<file path="src/rtl/xu_pkg.sv">
package xu_pkg;
  localparam int INSTR_W = 32;
  localparam int IDX_W   = 5;

  localparam logic [5:0] OPC_REG  = 6'h00;
  localparam logic [5:0] OPC_ADDI = 6'h08;
  localparam logic [5:0] OPC_ORI  = 6'h0D;
  localparam logic [5:0] OPC_LUI  = 6'h0F;

  localparam logic [5:0] FN_ADD  = 6'h20;
  localparam logic [5:0] FN_ADDU = 6'h21;
  localparam logic [5:0] FN_OR   = 6'h25;
  localparam logic [5:0] FN_XOR  = 6'h26;

  typedef enum logic [2:0] {
    K_NONE, K_ADD, K_ADDU, K_ADDI, K_OR, K_ORI, K_XOR, K_LUI
  } xu_kind_e;
endpackage

</file>
<file path="src/rtl/xu_decode.sv">
module xu_decode
  import xu_pkg::*;
#(
  parameter int IMM_W = 16
) (
  input  logic [INSTR_W-1:0] word,
  output xu_kind_e           kind,
  output logic [IDX_W-1:0]   dest,
  output logic [IMM_W-1:0]   imm
);
  logic [5:0]       opc, fn;
  logic [IDX_W-1:0] f_rt, f_rd;

  assign opc  = word[31:26];
  assign fn   = word[5:0];
  assign f_rt = word[20:16];
  assign f_rd = word[15:11];
  assign imm  = word[IMM_W-1:0];

  always_comb begin
    kind = K_NONE;
    dest = f_rt;
    unique case (opc)
      OPC_REG: begin
        dest = f_rd;
        case (fn)
          FN_ADD:  kind = K_ADD;
          FN_ADDU: kind = K_ADDU;
          FN_OR:   kind = K_OR;
          FN_XOR:  kind = K_XOR;
          default: kind = K_NONE;
        endcase
      end
      OPC_ADDI: kind = K_ADDI;
      OPC_ORI:  kind = K_ORI;
      OPC_LUI:  kind = K_LUI;
      default:  kind = K_NONE;
    endcase
  end
endmodule

</file>
<file path="src/rtl/xu_alu.sv">
module xu_alu
  import xu_pkg::*;
#(
  parameter int XLEN  = 32,
  parameter int IMM_W = 16
) (
  input  xu_kind_e         kind,
  input  logic [XLEN-1:0]  a,
  input  logic [XLEN-1:0]  b,
  input  logic [IMM_W-1:0] imm,
  output logic [XLEN-1:0]  res,
  output logic             ovf
);
  localparam int PAD = XLEN - IMM_W;
  localparam int MSB = XLEN - 1;

  logic [XLEN-1:0] imm_s, imm_z, imm_hi, addend, sum;
  logic            trap_kind;

  assign imm_s  = {{PAD{imm[IMM_W-1]}}, imm};
  assign imm_z  = {{PAD{1'b0}}, imm};
  assign imm_hi = {imm, {PAD{1'b0}}};

  assign addend    = (kind == K_ADDI) ? imm_s : b;
  assign sum       = a + addend;
  assign trap_kind = (kind == K_ADD) || (kind == K_ADDI);

  // signed overflow: operands agree in sign, sum disagrees
  assign ovf = trap_kind && (a[MSB] == addend[MSB]) && (sum[MSB] != a[MSB]);

  always_comb begin
    unique case (kind)
      K_ADD, K_ADDU, K_ADDI: res = sum;
      K_OR:                  res = a | b;
      K_ORI:                 res = a | imm_z;
      K_XOR:                 res = a ^ b;
      K_LUI:                 res = imm_hi;
      default:               res = '0;
    endcase
  end
endmodule

</file>
<file path="src/rtl/xu_exec.sv">
module xu_exec
  import xu_pkg::*;
#(
  parameter int XLEN  = 32,
  parameter int IMM_W = 16
) (
  input  logic               clk,
  input  logic               rst,
  input  logic               in_valid,
  input  logic [INSTR_W-1:0] instr,
  input  logic [XLEN-1:0]    rs_data,
  input  logic [XLEN-1:0]    rt_data,
  output logic               wr_en,
  output logic [IDX_W-1:0]   wr_idx,
  output logic [XLEN-1:0]    wr_data,
  output logic               ovf
);
  xu_kind_e         kind;
  logic [IDX_W-1:0] dest;
  logic [IMM_W-1:0] imm;
  logic [XLEN-1:0]  res;
  logic             alu_ovf, commit;

  xu_decode #(.IMM_W(IMM_W)) u_dec (
    .word(instr), .kind(kind), .dest(dest), .imm(imm)
  );

  xu_alu #(.XLEN(XLEN), .IMM_W(IMM_W)) u_alu (
    .kind(kind), .a(rs_data), .b(rt_data), .imm(imm), .res(res), .ovf(alu_ovf)
  );

  assign commit = in_valid && (kind != K_NONE) && !alu_ovf && (dest != '0);

  always_ff @(posedge clk) begin
    if (rst) begin
      wr_en   <= 1'b0;
      wr_idx  <= '0;
      wr_data <= '0;
      ovf     <= 1'b0;
    end else begin
      wr_en   <= commit;
      wr_idx  <= commit ? dest : '0;
      wr_data <= commit ? res : '0;
      ovf     <= in_valid && alu_ovf;
    end
  end

  // idle cycle gives nothing
  a_r2_idle_quiet: assert property (@(posedge clk) disable iff (rst)
    !in_valid |=> (!wr_en && !ovf));

  // wrapping add never flags
  a_r5_addu_no_flag: assert property (@(posedge clk) disable iff (rst)
    (in_valid && instr[31:26] == OPC_REG && instr[5:0] == FN_ADDU) |=> !ovf);

  // upper-half load places imm high, zeros low
  a_r9_lui_shape: assert property (@(posedge clk) disable iff (rst)
    (in_valid && instr[31:26] == OPC_LUI && instr[20:16] != '0)
      |=> (wr_en && wr_data == {$past(instr[15:0]), 16'h0000}));

  // overflow and write never coincide
  a_r10_ovf_no_write: assert property (@(posedge clk) disable iff (rst)
    ovf |-> !wr_en);

  // flag lasts one cycle unless a fresh instruction arrived
  a_r10_ovf_pulse: assert property (@(posedge clk) disable iff (rst)
    (ovf && !in_valid) |=> !ovf);

  // register 0 is never written
  a_r11_no_zero_dest: assert property (@(posedge clk) disable iff (rst)
    wr_en |-> (wr_idx != '0));

  // all-zero word is inert
  a_r12_nop_inert: assert property (@(posedge clk) disable iff (rst)
    (in_valid && instr == '0) |=> (!wr_en && !ovf));

  // data and index are zero without a write
  a_r13_zero_when_idle: assert property (@(posedge clk) disable iff (rst)
    !wr_en |-> (wr_data == '0 && wr_idx == '0));
endmodule

</file>
<file path="config.mk">
export PLATFORM = sky130hd
export DESIGN_NAME = xu_exec
export DESIGN_NICKNAME = d
export VERILOG_FILES = /design/src/rtl/xu_pkg.sv /design/src/rtl/xu_decode.sv /design/src/rtl/xu_alu.sv /design/src/rtl/xu_exec.sv
export SDC_FILE = /design/constraint.sdc
export NUM_CORES = 1
export LEC_CHECK = 0
export BUFFER_PORTS_ARGS = -buffer_cell sky130_fd_sc_hd__buf_2
export CORE_MARGIN = 5
export CORE_UTILIZATION = 54
export CTS_BUF_LIST = sky130_fd_sc_hd__clkbuf_16
export CTS_CLUSTER_SIZE = 14
export DETAILED_ROUTE_END_ITERATION = 6
export PLACE_DENSITY = 0.87
export REMOVE_ABC_BUFFERS = 1
export SLEW_MARGIN = 20
export SYNTH_ARGS = -nofsm -noshare
export SYNTH_HDL_FRONTEND = slang
export SYNTH_SLANG_ARGS = --single-unit
export TNS_END_PERCENT = 100
</file>
<file path="constraint.sdc">
create_clock -name clk -period 4.2 [get_ports clk]
set_input_delay 0 -clock clk [delete_from_list [all_inputs] [get_ports clk]]
set_output_delay 0 -clock clk [all_outputs]
set_load 0.005 [all_outputs]
</file>
After elaboration in Yosys (flattened, before gate mapping) --
Index checks and enable logic that the tools add are counted.
Storage, ports and cells: register bits after elaboration 39, output and inout port bits 39
Operators by class: $add $sub $neg 1, eq/ne operators 16, muxes and demuxes 5, bitwise gates (word level) 4, reduce and logical (&&, ||, !) cells 13
Operators by type and width (count):
- case mux 32 bit (5 select lines) | 1
- adder 32 bit | 1
- two-way mux 32 bit | 1
- bitwise OR 32 x 16 -> 32 bit | 1
- bitwise OR 32 bit | 1
- bitwise XOR 32 bit | 1
- equality test 6 bit (second input constant) | 4
- case mux 3 bit (4 select lines) | 2
- equality test 6 x 4 -> 1 bit (second input constant) | 3
- equality test 3 bit (second input constant) | 4
- equality test 3 x 2 -> 1 bit (second input constant) | 2
- logical AND 1 bit | 6
- zero test 6 bit | 1
- two-way mux 5 bit | 1
- nonzero test 5 bit | 1
- equality test 3 x 1 -> 1 bit (second input constant) | 1
- nonzero test 3 bit | 1
- OR reduction 3 bit | 1
- OR reduction 2 bit | 1
- equality test 1 bit | 1
- zero test 1 bit | 1
- logical OR 1 bit | 1
- != test 1 bit | 1
- NOT 1 bit | 1

Logic depth before layout (Yosys ltp) --
word-level depth 13, gate-level depth with buffers 17, depth with buffers taken out 14

Modules after synthesis --
A second synthesis with hierarchy kept.
Unflattened totals: cells, all modules 700, area total of the unflattened synthesis 5247.5 um^2
Modules (own cells, without submodules):
- xu_alu | times used 1, cells each 563, area each 3613.5 um^2
- xu_exec | times used 1, cells each 96, area each 1306.3 um^2
- xu_decode | times used 1, cells each 41, area each 327.8 um^2

Worst setup path after synthesis --
OpenSTA, ideal clock, no wires.
path type in2reg, from input instr[27], to register wr_data[23], arrival time 3.151 ns, required time 4.078 ns, path slack 0.927 ns, stages on the path 16, path buffers 4, cells stage by stage buf_2 > nor2_1 > nand4b_1 > clkbuf_1 > mux2_2 > ha_1 > and4_1 > and2_1 > nand3_1 > a31oi_2 > a21boi_0 > o21a_1 > o211ai_1 > buf_2 > buf_2 > nor2_1
On the way: cells in the longest elaborated chain, start to end 12, elaborated cells between the ends (all ways) 30, those cells by class 1 x add/sub; 12 x eq/ne; 4 x mux; 1 x bitwise; 12 x reduce/logical
RTL lines:
- start: declaration | RTL line xu_exec.sv:10 | input logic [INSTR_W-1:0] instr,
- equality test 6 x 4 -> 1 bit or zero test 6 bit (tied branches) | RTL line xu_decode.sv:23 | unique case (opc)
- case mux 3 bit (4 select lines) | RTL line xu_decode.sv:23
- equality test 3 x 2 -> 1 bit | RTL line xu_alu.sv:24, xu_alu.sv:26, xu_alu.sv:32
- two-way mux 32 bit | RTL line xu_alu.sv:24 | assign addend = (kind == K_ADDI) ? imm_s : b;
- adder 32 bit or equality test 1 bit (tied branches) | RTL line xu_alu.sv:25, xu_alu.sv:29
- != test 1 bit or logical AND 1 bit (tied branches) | RTL line xu_alu.sv:29 | assign ovf = trap_kind && (a[MSB] == addend[MSB]) && (sum[MSB] != a[MSB]);
- logical AND 1 bit | RTL line xu_alu.sv:29
- zero test 1 bit | RTL line xu_exec.sv:32 | assign commit = in_valid && (kind != K_NONE) && !alu_ovf && (dest != '0);
- logical AND 1 bit (2 in a row) | RTL line xu_exec.sv:32
- NOT 1 bit (no source line)
- OR reduction 2 bit (no source line)
- end signal: assignment | RTL line xu_exec.sv:43 | wr_data <= commit ? res : '0;
- end: declaration | RTL line xu_exec.sv:15 | output logic [XLEN-1:0] wr_data,
Parallel ways exist; a longest one is shown, timed or not. A chain may end at the register's enable or synchronous reset.

Worst setup path in the final report --
from input instr[31], to register wr_data[15]
The elaborated chain is that of the path after synthesis.

==> results.yml <==
timing:
  rsz0062_at_grt: "false"
  period_minus_slack_ns: 3.46
  final_hold_viol_count: 0
  slew_headroom: 0.487
  finalCritPeriodShare: 0.824
  worst_slew_pin_slew_ns: 0.762
  finalSetupViolCount: 0
  fmax_mhz: 289
  drv_slew: 0
  timing.final.ws_setup_ns: 0.738
synth:
  ys_warn_count: 0
  synth_largest_area_cell: "ha_1"
  yosysTopAreaCellShare: 0.173
  synthFlopType: "dfxtp_1"
  seq_area_frac_synth: 0.166
  async_flop_share: 0
  synth_area_leaders: "ha_1 17%, dfxtp_1 17%, inv_1 6.5%, a21oi_1 5.8%, o21ai_0 5.2%"
  ys_ff_latch: 39
  synth.distinct_cells: 59
  synth_edf_count: 0
  syn_avg_cell_area_sq_um: 7.41
  synthCells: 633
  netlist_area_sq_um: 4690
clock_network:
  cts_max_level: 2
  cts_tree: "built"
  cts.sinks: 39
  clkTransAtPathRegs_ns: 0.06
  cts_buffer_depth: 2
  cts_buffers: 5
  cts-root-buf: "clkbuf_16"
  postCtsSetupBuffers: 0
route:
  drtIter0Drc: 387
  postRouteAntennaNets: 0
  drc: 0
  num_vias: 5321
  first_pass_iters: 5
  wl_per_cell_um: 17.0
  wl_mm: 14.9
  vias_per_cell: 6.10
grt:
  grt_pass1_vias: 5197
  antenna_found_initial: 0
  grt_overflow: 0
  met2_usage: 0.483
  met1_usage: 0.356
  grt_max_degree: 27
  track_usage: 0.278
  top_usage_layer: "met2"
  grtUsageMet3: 0.0376
  grt_pass1_wl_mm: 23.8
floorplan:
  dieWidth_um: 103
  die_h_um: 103
  coreArea_sq_um: 8590
  start_util: 0.546
  io_pins: 138
  rows: 34
  die_area_sq_um: 10700
worst_hold_path:
  holdCritPathClass: "in -> reg"
place:
  gp_congestion: 0.990
  io_buffers: 132
  pre_cts_ws_ns: 0.539
  dpl.hpwl_mm: 11.3
  placed_cells: 860
run:
  drv_cap: 0
run_status:
  status: "finished clean"
final_layout:
  final_nets: 929
  area_delta_synth_final_pct: 21.8
  diodes: 0
  fin_cells: 873
  drive_gt1_frac: 0.230
pwr:
  ir_drop_mv: 0.176
  power_w: 0.00127
  leakagePower_nw: 2.90
  p_per_area_nw_per_um2: 222
critical_path:
  cp_max_fo: 26
  arrival_ns: 3.61
  path_class: "in -> reg"
  critPathRequiredTime_ns: 4.35
  worstSetupEndpointType: "flip-flop"
  worst_setup_path_start_kind: "primary input"
-- cell usage in the layout, fill, tap and decap left out, drive strengths merged, types with 14 or more instances in the layout --
cell type  Yosys  layout
nor2          52      52
a21o          26      26
o21ai         50      50
ha            65      65
buf            6     147
a31oi         17      17
mux2i         19      19
mux2          15      15
nand2         37      37
inv           81      81
dfxtp         39      39
a21oi         54      54
o22ai         14      14
a221oi        15      15
-- synth_stat cells (3+ instances only) --
cell type  instances
buf_2              6
xor2_1             5
nand4_1            4
and2_1             3
mux2_2            15
nand3_1           12
a21oi_1           54
o211ai_1           6
nor2_1            52
a31oi_1           16
nand2b_1           5
dfxtp_1           39
o221ai_1           3
or3_1              4
o21a_1             7
a21o_1            26
a221oi_1          15
nor2b_1           10
mux2i_1           19
clkbuf_1          21
a21boi_0           3
xnor2_1           12
o21ai_0           49
nor3_1             4
inv_1             81
ha_1              65
nand2_1           37
a211oi_1           6
o22ai_1           14
-- per-layer routing --
layer,share of wire,vias up
met3,0.087,31
li1,-,2543
met5,0,-
met4,0.021,0
met1,0.41,2494
met2,0.48,253
-- report_power, final --
group	internal [W]	switching (W)	leakage, nW
clock	0.000278	0.000164	0.0812
combinational	0.000198	0.000260	2.51
sequential	0.000370	0.000000128	0.314
-- cells by family after synthesis --
logic type | share of synthesized area
flops | 0.166
compound gates | 0.297
buf+inv | 0.0891
xor+xnor | 0.0317
mux | 0.0766
fa+ha+maj | 0.178
simple gates | 0.162
-- critical path, stage by stage --
cell and delay [ns]:
buf_2 0.10, nor2_1 0.22, nand4b_1 0.19, buf_12 0.22
mux2_2 0.29, ha_1 0.34, nor2_1 0.06, o21ai_0 0.60
nand3_1 0.23, a31oi_2 0.19, a21boi_0 0.18, o21a_1 0.25
o211ai_1 0.26, buf_4 0.37, a21oi_1 0.10
-- through the flow --
stage	setup TNS, ns	hold WS (ns)	cell area [sq um]	util
after floorplan	-29.86	0.144	4580	-
after global placement	0	0.245	5500	0.640
after detailed placement	0	0.255	5500	0.640
after CTS	0	0.00587	5710	0.665
after global routing	0	0.0108	5710	0.665
final	0	0.000812	5710	0.665
-- sequential cells by signal, indices dropped and copies added (netlist names) --
register,cells
wr_idx,5
ovf,1
wr_en,1
wr_data,32
-- area by class of cell --
cell class | count | area, sq um
clock buffer | 5 | 125
sequential | 39 | 781
fill | 770 | 2880
clock inverter | 3 | 38.8
tap | 108 | 135
timing repair buffer | 152 | 836
inverter | 81 | 304
multi-input combinational | 485 | 3490
-- path summary, 6_finish.rpt --
path,startpoint,end,cells past startpoint
worst max-delay path,instr[31],wr_data[15],15
worst min-delay path,rst,ovf,3
-- what timing repair did --
item | in CTS | in global routing
resized for setup | 0 | 0
hold buffers | 5 | 0
hold endpoints to repair | 5 | 0
endpoints found under the setup margin | 0 | 0
No activity file was read; power rests on OpenSTA's default activity.
